<file path="src/rtl/dmac_pkg.sv">
package dmac_pkg;
  // control word bit positions
  localparam int unsigned CB_EN     = 31;
  localparam int unsigned CB_IRQ    = 30;
  localparam int unsigned CB_TRG_HI = 29;
  localparam int unsigned CB_TRG_LO = 27;
  localparam int unsigned CB_WIDE   = 26;
  localparam int unsigned CB_RPT    = 25;
  localparam int unsigned CB_SRC_HI = 24;
  localparam int unsigned CB_SRC_LO = 23;
  localparam int unsigned CB_DST_HI = 22;
  localparam int unsigned CB_DST_LO = 21;

  typedef enum logic [1:0] {
    PM_UP        = 2'b00,
    PM_DOWN      = 2'b01,
    PM_HOLD      = 2'b10,
    PM_UP_RELOAD = 2'b11
  } ptr_mode_e;

  localparam logic [1:0] SEL_SRC  = 2'd0;
  localparam logic [1:0] SEL_DST  = 2'd1;
  localparam logic [1:0] SEL_CTRL = 2'd2;

  localparam logic [2:0] TRG_NOW  = 3'd0;
  localparam logic [2:0] TRG_FIFO = 3'd7;

  typedef enum logic [1:0] {
    ST_IDLE  = 2'd0,
    ST_READ  = 2'd1,
    ST_WRITE = 2'd2
  } xfer_state_e;
endpackage

</file>
<file path="src/rtl/dmac_regs.sv">
module dmac_regs
  import dmac_pkg::*;
#(
  parameter int ADDR_W = 32
) (
  input  logic              clk,
  input  logic              rst_n,
  input  logic              cfg_we,
  input  logic [1:0]        cfg_sel,
  input  logic [31:0]       cfg_wdata,
  input  logic              busy,
  input  logic              done_clr,
  output logic [31:0]       ctrl,
  output logic [ADDR_W-1:0] prog_src,
  output logic [ADDR_W-1:0] prog_dst,
  output ptr_mode_e         src_mode,
  output ptr_mode_e         dst_mode,
  output logic [2:0]        trg_mode,
  output logic              go_now,
  output logic              arm
);
  logic [31:0]       ctrl_q, ctrl_d;
  logic [ADDR_W-1:0] src_q, src_d, dst_q, dst_d;
  ptr_mode_e         smode_q, smode_d, dmode_q, dmode_d;
  logic [2:0]        trg_q, trg_d;
  logic              now_q, now_d;
  logic              wr_ctrl;

  assign wr_ctrl = cfg_we && (cfg_sel == SEL_CTRL);
  // enable rising edge, accepted only while no burst runs
  assign arm = wr_ctrl && !ctrl_q[CB_EN] && cfg_wdata[CB_EN] && !busy;

  always_comb begin
    ctrl_d  = ctrl_q;
    src_d   = src_q;
    dst_d   = dst_q;
    smode_d = smode_q;
    dmode_d = dmode_q;
    trg_d   = trg_q;
    now_d   = 1'b0;
    if (done_clr) ctrl_d[CB_EN] = 1'b0;
    if (wr_ctrl) ctrl_d = cfg_wdata;
    if (cfg_we && (cfg_sel == SEL_SRC)) src_d = cfg_wdata[ADDR_W-1:0];
    if (cfg_we && (cfg_sel == SEL_DST)) dst_d = cfg_wdata[ADDR_W-1:0];
    if (arm) begin
      smode_d = ptr_mode_e'(cfg_wdata[CB_SRC_HI:CB_SRC_LO]);
      dmode_d = ptr_mode_e'(cfg_wdata[CB_DST_HI:CB_DST_LO]);
      trg_d   = cfg_wdata[CB_TRG_HI:CB_TRG_LO];
      now_d   = (cfg_wdata[CB_TRG_HI:CB_TRG_LO] == TRG_NOW);
    end
  end

  always_ff @(posedge clk or negedge rst_n) begin
    if (!rst_n) begin
      ctrl_q  <= '0;
      src_q   <= '0;
      dst_q   <= '0;
      smode_q <= PM_UP;
      dmode_q <= PM_UP;
      trg_q   <= TRG_NOW;
      now_q   <= 1'b0;
    end else begin
      ctrl_q  <= ctrl_d;
      src_q   <= src_d;
      dst_q   <= dst_d;
      smode_q <= smode_d;
      dmode_q <= dmode_d;
      trg_q   <= trg_d;
      now_q   <= now_d;
    end
  end

  assign ctrl     = ctrl_q;
  assign prog_src = src_q;
  assign prog_dst = dst_q;
  assign src_mode = smode_q;
  assign dst_mode = dmode_q;
  assign trg_mode = trg_q;
  assign go_now   = now_q;

  // completion without repeat drops the enable bit
  a_r7_enable_dropped: assert property (@(posedge clk) disable iff (!rst_n)
    (done_clr && !wr_ctrl) |=> !ctrl_q[CB_EN]);

  // control rewrite with enable already set keeps the latched modes
  a_r1_no_relatch: assert property (@(posedge clk) disable iff (!rst_n)
    (wr_ctrl && ctrl_q[CB_EN]) |=> ($stable(smode_q) && $stable(dmode_q) && $stable(trg_q)));
endmodule

</file>
<file path="src/rtl/dmac_ptr.sv">
module dmac_ptr
  import dmac_pkg::*;
#(
  parameter int ADDR_W = 32
) (
  input  logic              clk,
  input  logic              rst_n,
  input  logic              load,
  input  logic              restart,
  input  logic              advance,
  input  ptr_mode_e         mode,
  input  logic              wide,
  input  logic [ADDR_W-1:0] base,
  output logic [ADDR_W-1:0] ptr
);
  localparam logic [ADDR_W-1:0] STEP_HALF = ADDR_W'(2);
  localparam logic [ADDR_W-1:0] STEP_WORD = ADDR_W'(4);

  logic [ADDR_W-1:0] ptr_q, ptr_d, stride;

  assign stride = wide ? STEP_WORD : STEP_HALF;

  always_comb begin
    ptr_d = ptr_q;
    if (load || (restart && (mode == PM_UP_RELOAD))) begin
      ptr_d = base;
    end else if (advance) begin
      unique case (mode)
        PM_DOWN: ptr_d = ptr_q - stride;
        PM_HOLD: ptr_d = ptr_q;
        default: ptr_d = ptr_q + stride;
      endcase
    end
  end

  always_ff @(posedge clk or negedge rst_n) begin
    if (!rst_n) ptr_q <= '0;
    else        ptr_q <= ptr_d;
  end

  assign ptr = ptr_q;

  // a fixed pointer never moves on a unit
  a_r2_fixed_holds: assert property (@(posedge clk) disable iff (!rst_n)
    (advance && !load && !restart && (mode == PM_HOLD)) |=> $stable(ptr_q));

  // an upward pointer moves by the unit size
  a_r3_stride_up: assert property (@(posedge clk) disable iff (!rst_n)
    (advance && !load && !restart && (mode == PM_UP)) |=>
      ((ptr_q - $past(ptr_q)) == ($past(wide) ? ADDR_W'(4) : ADDR_W'(2))));
endmodule

</file>
<file path="src/rtl/dmac_seq.sv">
module dmac_seq
  import dmac_pkg::*;
#(
  parameter int CNT_W     = 21,
  parameter int BURST_CAP = 112,
  parameter int ADDR_W    = 32
) (
  input  logic              clk,
  input  logic              rst_n,
  input  logic              go_now,
  input  logic              trig_i,
  input  logic [2:0]        trig_sel,
  input  logic              enabled,
  input  logic [2:0]        trg_mode,
  input  logic [CNT_W-1:0]  cnt_field,
  input  logic              irq_en,
  input  logic              rpt,
  input  logic [ADDR_W-1:0] src_ptr,
  input  logic [ADDR_W-1:0] dst_ptr,
  input  logic              bus_gnt,
  input  logic [31:0]       bus_rdata,
  output logic              bus_req,
  output logic              bus_we,
  output logic [ADDR_W-1:0] bus_addr,
  output logic [31:0]       bus_wdata,
  output logic              busy,
  output logic              irq,
  output logic              start_go,
  output logic              advance,
  output logic              done_clr
);
  localparam int RCW = CNT_W + 1;
  localparam logic [RCW-1:0] CAP  = RCW'(BURST_CAP);
  localparam logic [RCW-1:0] FULL = RCW'(1) << CNT_W;
  localparam logic [RCW-1:0] ONE  = RCW'(1);

  xfer_state_e    st_q, st_d;
  logic [RCW-1:0] rem_q, rem_d, iter_q, iter_d, fresh, base;
  logic [31:0]    data_q;
  logic           data_en;
  logic           open_q, open_d;
  logic           irq_q, irq_d;
  logic           trig_hit, start_req, unit_done, last_iter, last_unit;

  assign trig_hit  = trig_i && enabled && (trg_mode != TRG_NOW) && (trig_sel == trg_mode);
  assign start_req = go_now || trig_hit;
  assign start_go  = start_req && (st_q == ST_IDLE);
  assign unit_done = (st_q == ST_WRITE) && bus_gnt;
  assign last_iter = (iter_q == ONE);
  assign last_unit = (rem_q == ONE);
  assign fresh     = (cnt_field == '0) ? FULL : {1'b0, cnt_field};
  assign base      = open_q ? rem_q : fresh;
  assign data_en   = (st_q == ST_READ) && bus_gnt;

  always_comb begin
    st_d   = st_q;
    rem_d  = rem_q;
    iter_d = iter_q;
    open_d = open_q;
    irq_d  = 1'b0;
    unique case (st_q)
      ST_IDLE: begin
        if (start_go) begin
          rem_d  = base;
          iter_d = ((trg_mode == TRG_FIFO) && (base > CAP)) ? CAP : base;
          open_d = 1'b1;
          st_d   = ST_READ;
        end
      end
      ST_READ: begin
        if (bus_gnt) st_d = ST_WRITE;
      end
      ST_WRITE: begin
        if (bus_gnt) begin
          rem_d  = rem_q - ONE;
          iter_d = iter_q - ONE;
          st_d   = last_iter ? ST_IDLE : ST_READ;
          if (last_unit) begin
            open_d = 1'b0;
            irq_d  = irq_en;
          end
        end
      end
      default: st_d = ST_IDLE;
    endcase
  end

  always_ff @(posedge clk or negedge rst_n) begin
    if (!rst_n) begin
      st_q   <= ST_IDLE;
      rem_q  <= '0;
      iter_q <= '0;
      open_q <= 1'b0;
      irq_q  <= 1'b0;
    end else begin
      st_q   <= st_d;
      rem_q  <= rem_d;
      iter_q <= iter_d;
      open_q <= open_d;
      irq_q  <= irq_d;
    end
  end

  always_ff @(posedge clk or negedge rst_n) begin
    if (!rst_n)       data_q <= '0;
    else if (data_en) data_q <= bus_rdata;
  end

  assign advance   = unit_done;
  assign done_clr  = unit_done && last_unit && !rpt;
  assign busy      = (st_q != ST_IDLE);
  assign bus_req   = (st_q != ST_IDLE);
  assign bus_we    = (st_q == ST_WRITE);
  assign bus_addr  = (st_q == ST_WRITE) ? dst_ptr : src_ptr;
  assign bus_wdata = data_q;
  assign irq       = irq_q;

  // an ungranted request keeps its address and direction
  a_r10_req_held: assert property (@(posedge clk) disable iff (!rst_n)
    (bus_req && !bus_gnt) |=> (bus_req && $stable(bus_we) && $stable(bus_addr)));

  // the interrupt is a single-cycle pulse
  a_r7_irq_single: assert property (@(posedge clk) disable iff (!rst_n)
    irq_q |=> !irq_q);

  // a start request during a burst never raises the remaining count
  a_r8_busy_start_ignored: assert property (@(posedge clk) disable iff (!rst_n)
    (busy && start_req) |=> (rem_q <= $past(rem_q)));

  // burst counter stays within the remaining count and the cap
  a_r6_burst_bounded: assert property (@(posedge clk) disable iff (!rst_n)
    busy |-> ((iter_q != '0) && (iter_q <= rem_q) &&
              ((trg_mode != TRG_FIFO) || (iter_q <= CAP))));

  // the halt is released only with the burst counter exhausted
  a_r9_halt_release: assert property (@(posedge clk) disable iff (!rst_n)
    $fell(busy) |-> (iter_q == '0));
endmodule

</file>
<file path="src/rtl/dmac_channel.sv">
module dmac_channel
  import dmac_pkg::*;
#(
  parameter int CNT_W     = 21,
  parameter int BURST_CAP = 112,
  parameter int ADDR_W    = 32
) (
  input  logic              clk,
  input  logic              rst_n,
  input  logic              cfg_we,
  input  logic [1:0]        cfg_sel,
  input  logic [31:0]       cfg_wdata,
  output logic [31:0]       ctrl_rd,
  input  logic              trig_i,
  input  logic [2:0]        trig_sel,
  output logic              bus_req,
  output logic              bus_we,
  output logic [ADDR_W-1:0] bus_addr,
  output logic [31:0]       bus_wdata,
  output logic              bus_size32,
  input  logic              bus_gnt,
  input  logic [31:0]       bus_rdata,
  output logic              cpu_halt,
  output logic              irq
);
  localparam int N_PTR = 2;

  logic [31:0]       ctrl;
  logic [ADDR_W-1:0] prog_src, prog_dst;
  ptr_mode_e         src_mode, dst_mode;
  logic [2:0]        trg_mode;
  logic              go_now, arm, busy, done_clr, start_go, advance;

  ptr_mode_e         p_mode [N_PTR];
  logic [ADDR_W-1:0] p_base [N_PTR];
  logic [ADDR_W-1:0] p_val  [N_PTR];

  dmac_regs #(.ADDR_W(ADDR_W)) u_regs (
    .clk       (clk),
    .rst_n     (rst_n),
    .cfg_we    (cfg_we),
    .cfg_sel   (cfg_sel),
    .cfg_wdata (cfg_wdata),
    .busy      (busy),
    .done_clr  (done_clr),
    .ctrl      (ctrl),
    .prog_src  (prog_src),
    .prog_dst  (prog_dst),
    .src_mode  (src_mode),
    .dst_mode  (dst_mode),
    .trg_mode  (trg_mode),
    .go_now    (go_now),
    .arm       (arm)
  );

  assign p_mode[0] = src_mode;
  assign p_mode[1] = dst_mode;
  assign p_base[0] = prog_src;
  assign p_base[1] = prog_dst;

  for (genvar g = 0; g < N_PTR; g++) begin : g_ptr
    dmac_ptr #(.ADDR_W(ADDR_W)) u_ptr (
      .clk     (clk),
      .rst_n   (rst_n),
      .load    (arm),
      .restart (start_go),
      .advance (advance),
      .mode    (p_mode[g]),
      .wide    (ctrl[CB_WIDE]),
      .base    (p_base[g]),
      .ptr     (p_val[g])
    );
  end

  dmac_seq #(.CNT_W(CNT_W), .BURST_CAP(BURST_CAP), .ADDR_W(ADDR_W)) u_seq (
    .clk       (clk),
    .rst_n     (rst_n),
    .go_now    (go_now),
    .trig_i    (trig_i),
    .trig_sel  (trig_sel),
    .enabled   (ctrl[CB_EN]),
    .trg_mode  (trg_mode),
    .cnt_field (ctrl[CNT_W-1:0]),
    .irq_en    (ctrl[CB_IRQ]),
    .rpt       (ctrl[CB_RPT]),
    .src_ptr   (p_val[0]),
    .dst_ptr   (p_val[1]),
    .bus_gnt   (bus_gnt),
    .bus_rdata (bus_rdata),
    .bus_req   (bus_req),
    .bus_we    (bus_we),
    .bus_addr  (bus_addr),
    .bus_wdata (bus_wdata),
    .busy      (busy),
    .irq       (irq),
    .start_go  (start_go),
    .advance   (advance),
    .done_clr  (done_clr)
  );

  assign ctrl_rd    = ctrl;
  assign bus_size32 = ctrl[CB_WIDE];
  assign cpu_halt   = busy;
endmodule

</file>
<file path="config.mk">
export PLATFORM = sky130hd
export DESIGN_NAME = dmac_channel
export DESIGN_NICKNAME = d
export VERILOG_FILES = /design/src/rtl/dmac_pkg.sv /design/src/rtl/dmac_regs.sv /design/src/rtl/dmac_ptr.sv /design/src/rtl/dmac_seq.sv /design/src/rtl/dmac_channel.sv
export SDC_FILE = /design/constraint.sdc
export NUM_CORES = 1
export LEC_CHECK = 0
export BUFFER_PORTS_ARGS = -buffer_cell sky130_fd_sc_hd__buf_2
export CORE_MARGIN = 1.5
export CORE_UTILIZATION = 35
export DETAILED_ROUTE_END_ITERATION = 12
export GPL_TIMING_DRIVEN = 0
export SLEW_MARGIN = 15
export SYNTH_ARGS = -nofsm -noshare
export SYNTH_HDL_FRONTEND = slang
export SYNTH_HIERARCHICAL = 1
export SYNTH_SLANG_ARGS = --single-unit
export TNS_END_PERCENT = 1
</file>
<file path="constraint.sdc">
create_clock -name clk -period 5.1 [get_ports clk]
set_input_delay 0.765 -clock clk [delete_from_list [all_inputs] [get_ports clk]]
set_output_delay 0.765 -clock clk [all_outputs]
set_load 0.01 [all_outputs]
</file>
Word-level counts from Yosys, hierarchy flattened
Cells that the tools add are included.

Bits of input ports: 74. Output and inout bits: 101. Word-level logic and storage cells: 113. Register bits: 248.

Eq/ne operators: 20. Reduce and logical (&&, ||, !) cells: 38. $add $sub $neg: 6. Mux-type cells: 32. Magnitude comparators: 1.

Operators by type and width (count): 2-to-1 mux 32 bit (6); 2-to-1 mux 22 bit (7); case mux 32 bit (2 select lines) (2); case mux 22 bit (2 select lines) (2); adder 32 bit (2); subtractor 32 bit (2); == test 22 x 1 -> 1 bit (second input constant) (2); subtractor 22 x 1 -> 22 bit (second input constant) (2); > comparator 22 x 7 -> 1 bit (second input constant) (1); zero test 21 bit (1); logical AND 1 bit (17); == test 2 bit (second input constant) (6); nonzero test 2 bit (5); 2-to-1 mux 1 bit (9); == test 2 x 1 -> 1 bit (second input constant) (4); inequality test 2 x 1 -> 1 bit (second input constant) (4); 2-to-1 mux 2 bit (3); case mux 2 bit (3 select lines) (1); AND reduction 3 bit (2); zero test 2 bit (2); inequality test 2 bit (second input constant) (2); AND reduction 2 bit (2); AND reduction 4 bit (1); == test 3 bit (1); other kinds (7) (11).

Logic depth before layout (Yosys ltp)
Gate-level depths: netlist of run 1.

Depth in word-level cells: 9. Depth in mapped cells: 14. Gate-level depth less buffers: 10.

By module
The synthesis of run 1 kept the hierarchy.

By module, submodules not included: dmac_ptr (area an instance 2892.8 um^2, cells an instance 390, sequential area each 800.8 um^2, times used 2); dmac_seq (area an instance 5059.9 um^2, cells an instance 598, sequential area each 2001.9 um^2, times used 1); dmac_regs (area an instance 3903.7 um^2, cells an instance 226, sequential area each 2602.5 um^2, times used 1); dmac_channel (area an instance 7.5 um^2, cells an instance 1, sequential area each 0.0 um^2, times used 1).

Worst setup path before layout of run 1
OpenSTA, ideal clock, no wires.

Path type: register -> register. From: register u_regs.smode_q[1], in the netlist u_regs/src_mode[1]. To: register g_ptr[0].u_ptr.ptr_q[31]. Data arrival time: 3.042 ns. Setup slack: 1.923 ns. Cell stages (with the launch flop): 15. Clock period less this slack: 3.177 ns. Buffers on the path: 4. Required time: 4.965 ns. Setup time: 0.135 ns. Cells stage by stage: dfrtp_1 nand2b_1 buf_2 buf_2 buf_2 nor2_1 ha_1 o21a_1 o2111ai_1 or3_1 buf_2 a221oi_1 mux2i_1 xnor2_1 o21ai_0.

Cells in the longest elaborated chain, start to end: 5. Elaborated cells on any way between the ends: 11. Classes of those cells: 4 x eq/ne; 3 x mux; 4 x reduce/logical.

RTL lines: from (decl) (line dmac_regs.sv:24) `ptr_mode_e smode_q, smode_d, dmode_q, dmode_d;`; from (signal assigned) (line dmac_regs.sv:66) `smode_q <= smode_d;`; == test 2 bit (line dmac_ptr.sv:25) `if (load || (restart && (mode == PM_UP_RELOAD))) begin`; logical AND 1 bit (line dmac_ptr.sv:25); logical OR 1 bit (line dmac_ptr.sv:25); inequality test 2 x 1 -> 1 bit (no line) / nonzero test 2 bit (equally long branches); AND reduction 2 bit (no line); to (signal assigned) (line dmac_ptr.sv:38) `else ptr_q <= ptr_d;`; to (decl) (line dmac_ptr.sv:19) `logic [ADDR_W-1:0] ptr_q, ptr_d, stride;`.

Several ways; a longest one is shown, not always the timed one. The select of a mux whose other input is x is not followed. A chain may end at the register's enable or synchronous reset.

Final worst setup path of run 1
From: register u_regs.smode_q[1], in the netlist u_regs/src_mode[1]. To: register g_ptr[0].u_ptr.ptr_q[28].

The elaborated chain is that of the path after synthesis.

==> reports/metrics.yaml, run 1 <==
hold_class: "in2async"
drtPass1Iterations: 6
synth_most_common_cell: "nand2_1"
portBuffers: 174
synth_area_sq_um: 14760
fin_nets: 1896
clock_latency_ps: 580
min_period_ps: 4458
clk_pin_slew_worst_paths_ps: 60
postCtsSetupBuffers: 0
crit_path_frequent_cell: "buf_2"
cp.required_ps: 5540
num_vias: 13740
grt_antenna_before_repair: 0
max_freq_mhz: 224.3
wl_per_cell_microns: 23.12
worstMarginPinSlew_ps: 1104
grt_pass1_wl_microns: 84280
fin_skew_ps: 12.67
drtIter0Drc: 1532
crit_arrival_ps: 4900
holdBufCountCts: 0
synth_seq_cells: 248
syn_to_final_growth_pct: 17.22
grt_pass1_vias: 13590
layout_worst_path_cycle_share_pct: 87.41
dp_slack_ps: 629.6
crit_family: "compound AO/OA/AOI/OAI gates"
rsz0062_at_grt: "no"
dp_hpwl_microns: 41640
maxCapViolations: 0
ys_top_cells_by_area: "dfrtp_1 (42%), mux2_2 (10%), nand2_1 (6.6%), o21ai_0 (3.3%), nor2_1 (2.7%)"
fin_util_pct: 41.42
p_leak_nw: 7.327
initial_core_util_pct: 35.34
worst-setup-path-type: "reg2reg"
die_x_microns: 208.3
grt_overflow_total: 0
dieHeight_microns: 208.3
fin_hold_ws_ps: 107.5
cts-resized-gates: 0
cts_root_buf: "clkbuf_16"
cts_buffers: 29
yosysTopAreaCellShare_pct: 42.06
yosys-top-cells-count: "nand2_1 (258), dfrtp_1 (248), mux2_2 (132), nor2_1 (106), o21ai_0 (97)"
wl_microns: 54860
antenna_left: 0
outcome: "finished clean"
slowest_delay_ps: 930
relSlewSlack_pct: 25.34
pin_count: 175
cts.sinks: 248
final_layout_size_suffix_gt1_share_pct: 25.03
grt_max_degree: 99
synth_top_area_cell: "dfrtp_1"
postSynthCellCount: 1605
die_area_sq_um: 43400
ir_drop_mv: 0.3345
ys.flop_type: "dfrtp_1"
synth_cell_type_count: 87
rows: 75
cellPowerDensity_nw_per_um2: 571.4
cts_tree: "done"
cp_max_fo: 10
cts.path.max_buffers: 3
path_buf_inv: 3
synth_nets: 1689
worst_path_max_delay_cell: "a2111oi_0"
synth_edf_count: 0
finalHoldViolations: 0
coreArea_sq_um: 41760
ys_warn_count: 6
slew_violations: 0
track_usage_pct: 25.05
place.gp.congestion: 0.9474
post-route-drc-count: 0
synth_area_per_cell_sq_um: 9.194
startpoint_type: "flip-flop"
setup_viol: 0
async_reset_ff_share_pct: 100.0
cp-end-kind: "flip-flop"
antenna_cells: 0
ys_seq_area_share_pct: 42.06
viasPerCell: 5.792
crit_chain: "nand2b_1, buf_2, buf_2, buf_2, nor2_1, ha_1, and2b_1, o22ai_1, a2111oi_0, o221ai_1, mux2i_1, xnor2_1, o21ai_1"
fin_ws_ps: 641.9
cts-htree-levels: 1
[per-stage QoR]
stage	setup TNS, ps	cells	cell area, sq um	total power, mW
2_1_floorplan	0	1605	14760	6.038
3_3_place_gp	-295350	2318	16300	7.721
3_5_place_dp	0	2320	16370	7.781
4_1_cts	0	2373	17300	9.859
5_1_grt	0	2373	17300	10.48
6_report	0	2373	17300	9.883
[flip-flops by register name, summed over array words and instances, names as in the netlist, 3 cells and up]
| name | cells |
|---|---|
| u_seq/iter_q | 22 |
| g_ptr.u_ptr/ptr | 64 |
| u_seq/bus_wdata | 32 |
| u_regs/prog_src | 32 |
| u_regs/trg_mode | 3 |
| u_seq/rem_q | 22 |
| u_regs/prog_dst | 32 |
| u_regs/ctrl | 32 |
[report_power, final]
part / internal (mW) / total (mW) / switching, mW / leakage, nW
clock network: 1.17 / 2.02 / 0.849 / 0.462
registers: 2.64 / 3.48 / 0.834 / 3.02
logic: 1.67 / 4.38 / 2.71 / 3.84
total: 5.49 / 9.88 / 4.39 / 7.33
[per-layer routing]
metal / vias up / share of wire (%) / global-route usage (%)
met5: - / 0 / 0
met2: 618 / 43 / 37.55
met3: 104 / 7.3 / 3.472
met1: 6793 / 47 / 37.20
met4: 0 / 3.1 / 7.576
li1: 6229 / - / -
[layout by cell type (no fill, tap or decap), drive strengths merged, types with 11 or more instances in the layout]
| master | Yosys | final |
|---|---|---|
| nor4 | 34 | 34 |
| o21ai | 115 | 115 |
| mux2 | 139 | 139 |
| o211ai | 11 | 11 |
| and2 | 19 | 19 |
| nand3 | 55 | 55 |
| xor2 | 12 | 12 |
| nor2 | 106 | 106 |
| inv | 24 | 26 |
| dfrtp | 248 | 248 |
| nor3 | 48 | 48 |
| buf | 49 | 225 |
| clkbuf | 65 | 107 |
| nand4 | 30 | 30 |
| a21oi | 45 | 45 |
| a31oi | 26 | 26 |
| and3 | 23 | 23 |
| mux2i | 33 | 33 |
| or4 | 33 | 33 |
| xnor2 | 44 | 44 |
| nand2 | 258 | 258 |
| or3 | 29 | 29 |
[logic make-up (layout without fill, tap and decap cells)]
kind of cell | after synthesis | after routing | share of synthesized area [%]
DFF | 248 | 248 | 42.06
buffers and inverters | 139 | 368 | 4.205
xor gates and xnor gates | 56 | 56 | 3.324
and+or+nand+nor | 693 | 693 | 23.66
AOI/OAI and AO/OA | 287 | 287 | 12.88
muxes | 172 | 172 | 13.02
adders and majority gates | 10 | 10 | 0.8479
[final cells by class]
class                           count  area (sq um)
Fill cell                        4170         24460
Clock inverter                     11         98.84
Inverter                           25         93.84
Sequential cell                   248          6206
Multi-Input combinational cell   1218          7936
Clock buffer                       42         824.5
Timing Repair Buffer              176         935.9
Tap cell                          539         674.4
Buffer                            114         528.0
[path summary, 6_finish.rpt]
kind,endpoint,slack (ps),cells past startpoint,start
max,g_ptr[0].u_ptr/ptr[28],640,13,u_regs/src_mode[1]
min,u_seq/bus_wdata[11],110,1,rst_n
max reg2reg,g_ptr[0].u_ptr/ptr[28],640,13,u_regs/src_mode[1]
min reg2reg,g_ptr[1].u_ptr/ptr[0],480,2,u_regs/prog_dst[0]
max in group asynchronous,g_ptr[0].u_ptr/ptr[30],3700,3,rst_n
min in group clk,u_seq/bus_wdata[23],420,2,bus_rdata[23]
Power figures use the tool's default switching activity.
==> run 2: changes to the inputs <==
- CORE_ASPECT_RATIO: unset -> 0.6
==> run 2 against run 1 <==
Compared with the run above: sequential cell count unchanged; clock power barely moved; final area rose by 0.33%; non-clock buffer count rose by 2; sequential share of layout area fell by 0.12 points; worst setup slack lost 170 ps; critical path type unchanged; global-route usage grew 1.5 points.
==> reports/metrics.yaml, run 2 (synthesis gave the netlist of run 1 again) <==
cts.sinks: 248  # unchanged
startpoint_type: "flip-flop"  # unchanged
seqCellArea_sq_um: 6206  # unchanged
rsz0062_at_grt: "no"  # unchanged
clk_pin_slew_worst_paths_ps: 60  # about the same
p_comb_share_pct: 45.4  # was 44.3%
post-route-drc-count: 0  # unchanged
coreArea_sq_um: 41730  # was 41,760 sq um
wl_microns: 58130  # was 54,860 microns
grt_max_degree: 82  # was 99
final_cells: 2403  # was 2,373
layout_commonest_cell: "nand2_1"  # unchanged
relSlewSlack_pct: 18.81  # was 25.34%
viasPerCell: 5.831  # was 5.792
swShare_pct: 45.60  # was 44.46%
multi_input_comb_area_sq_um: 7943  # was 7936 sq um
grt_pass1_wl_microns: 85700  # was 84,280 microns
fin_skew_ps: 22.30  # was 12.67 ps
portBuffers: 174  # unchanged
final_layout_size_suffix_gt1_share_pct: 25.15  # was 25.03%
fin_nets: 1896  # unchanged
slew_violations: 0  # unchanged
place.gp.congestion: 0.9527  # was 0.9474
cp-end-kind: "flip-flop"  # unchanged
cts.path.max_buffers: 3  # unchanged
cts_buffers: 27  # was 29
cellPowerDensity_nw_per_um2: 578.1  # was 571.4 nW/um^2
antenna_cells: 0  # unchanged
holdBufCountCts: 0  # unchanged
maxCapViolations: 0  # unchanged
cp_max_fo: 10  # unchanged
drtIter0Drc: 1824  # was 1,532
setup_viol: 0  # unchanged
dp.cells: 2353  # was 2,320
slowest_delay_ps: 890  # was 930 ps
crit_arrival_ps: 5050  # was 4900 ps
grt_overflow_total: 0  # unchanged
wl_per_cell_microns: 24.19  # was 23.12 microns
largest_register_ffs: 64  # unchanged
dieHeight_microns: 162.1  # was 208.3 microns
clkPwrFrac_pct: 20.0  # was 20.5%
power_mw: 10.03  # was 9.883 mW
syn_to_final_growth_pct: 17.60  # was 17.22%
cts-resized-gates: 0  # unchanged
fillCellCount: 4166  # was 4,170
dp_hpwl_microns: 45510  # was 41,640 microns
intPower_mw: 5.458  # was 5.489 mW
outcome: "finished clean"  # unchanged
worst-setup-path-type: "reg2reg"  # unchanged
die_area_sq_um: 43440  # was 43,400 sq um
grt_antenna_before_repair: 1  # was 0
worst_path_max_delay_cell: "a2111oi_0"  # unchanged
min_period_ps: 4632  # was 4458 ps
finalHoldViolations: 0  # unchanged
crit_chain: "nand2b_1, buf_2, buf_2, buf_2, nor2_1, ha_1, and2b_1, o22ai_1, a2111oi_0, o221ai_1, mux2i_1, xor2_1, o21ai_0"  # was nand2b_1, buf_2, buf_2, buf_2, nor2_1, ha_1, and2b_1, o22ai_1, a2111oi_0, o221ai_1, mux2i_1, xnor2_1, o21ai_1
p_leak_nw: 7.314  # was 7.327 nW
clock_latency_ps: 570  # was 580 ps
pin_count: 175  # unchanged
ir_drop_mv: 0.3831  # was 0.3345 mV
p_switching_mw: 4.575  # was 4.394 mW
hold_class: "in2async"  # unchanged
antenna_left: 0  # unchanged
rows: 58  # was 75
grt_pass1_vias: 12930  # was 13,590
cts-htree-levels: 1  # unchanged
path_buf_inv: 3  # unchanged
crit_path_frequent_cell: "buf_2"  # unchanged
max_freq_mhz: 215.9  # was 224.3 MHz
initial_core_util_pct: 35.36  # was 35.34%
layout_worst_path_cycle_share_pct: 90.83  # was 87.41%
worstMarginPinSlew_ps: 1212  # was 1104 ps
die_x_microns: 268.1  # was 208.3 microns
num_vias: 14010  # was 13,740
seqPwrFrac_pct: 34.6  # was 35.2%
cp.required_ps: 5520  # was 5540 ps
cts_root_buf: "clkbuf_16"  # unchanged
crit_family: "compound AO/OA/AOI/OAI gates"  # unchanged
layout_common_cells: "nand2_1 (258), dfrtp_1 (248), buf_2 (206)"  # was nand2_1 (258), dfrtp_1 (248), buf_2 (205)
postCtsSetupBuffers: 0  # unchanged
cts_tree: "done"  # unchanged
track_usage_pct: 26.54  # was 25.05%
drtPass1Iterations: 6  # unchanged
==> run 2: cell count changes in the layout (fill, tap and decap cells not counted), moves of 2 or more <==
cell	delta
clkbuf_1	-2
clkbuf_16	-2
clkbuf_8	+2
clkinv_2	-5
clkinv_4	+2
clkinvlp_4	+4
==> run 2: path summary, 6_finish.rpt <==
path,startpoint,end,slack [ps],cells past startpoint
worst max-delay path,u_regs/src_mode[1],g_ptr[0].u_ptr/ptr[24],470,13
worst min-delay path,rst_n,u_seq/bus_wdata[29],40,1
worst max register to register,u_regs/src_mode[1],g_ptr[0].u_ptr/ptr[24],470,13
worst min register to register,u_regs/prog_src[10],g_ptr[0].u_ptr/ptr[10],470,2
max in group asynchronous,rst_n,u_regs/prog_src[7],3990,3
min in group clk,bus_rdata[2],u_seq/bus_wdata[2],430,2
==> run 2: power by group through the flow <==
stage / Combinational (mW) / Clock [mW] / Sequential (mW)
floorplan: 2.79 / 0 / 3.25
global placement: 4.35 / 0 / 3.45
detailed placement: 4.41 / 0 / 3.46
CTS: 4.42 / 2.06 / 3.44
global route: 4.88 / 2.14 / 3.56
finish: 4.55 / 2.01 / 3.47
==> run 2: through the flow <==
| step | setup slack (ps) | util (%) | cell area, sq um | setup TNS, ps | hold slack, ps |
|---|---|---|---|---|---|
| 6_report | 467.5 | 41.59 | 17350 | 0 | 35.80 |
| 5_1_grt | 191.3 | 41.59 | 17350 | 0 | 26.81 |
| 2_1_floorplan | 1923 | - | 14760 | 0 | 433.1 |
| 3_5_place_dp | 396.0 | 39.42 | 16450 | 0 | 465.7 |
| 4_1_cts | 604.9 | 41.59 | 17350 | 0 | 18.28 |
| 3_3_place_gp | -1333 | 39.16 | 16340 | -319500 | 454.2 |
==> run 2: worst register-to-register path, cell delays in order (launching register included) <==
cell and delay (ps):
dfrtp_1 510, nand2b_1 150, buf_2 270, buf_2 330
buf_2 370, nor2_1 80, ha_1 340, and2b_1 300
o22ai_1 150, a2111oi_0 890, o221ai_1 400, mux2i_1 420
xor2_1 200, o21ai_0 90
==> run 2: layout make-up <==
cell class / count / share of cell area (%)
buffer: 114 / 3.035
clock buffer: 39 / 4.557
clock inverter: 11 / 0.6489
inverter: 25 / 0.5407
multi-input combinational: 1218 / 45.77
sequential: 248 / 35.76
tap: 570 / 4.110
timing repair buffer: 178 / 5.580
==> run 2: routing by layer <==
| layer | track usage, % | vias to the layer above | wire length [microns] |
|---|---|---|---|
| met5 | 0 | - | 0 |
| met4 | 3.416 | 0 | 691 |
| met3 | 7.338 | 49 | 6246 |
| met2 | 32.78 | 741 | 21270 |
| met1 | 44.57 | 6994 | 29920 |
| li1 | - | 6227 | - |
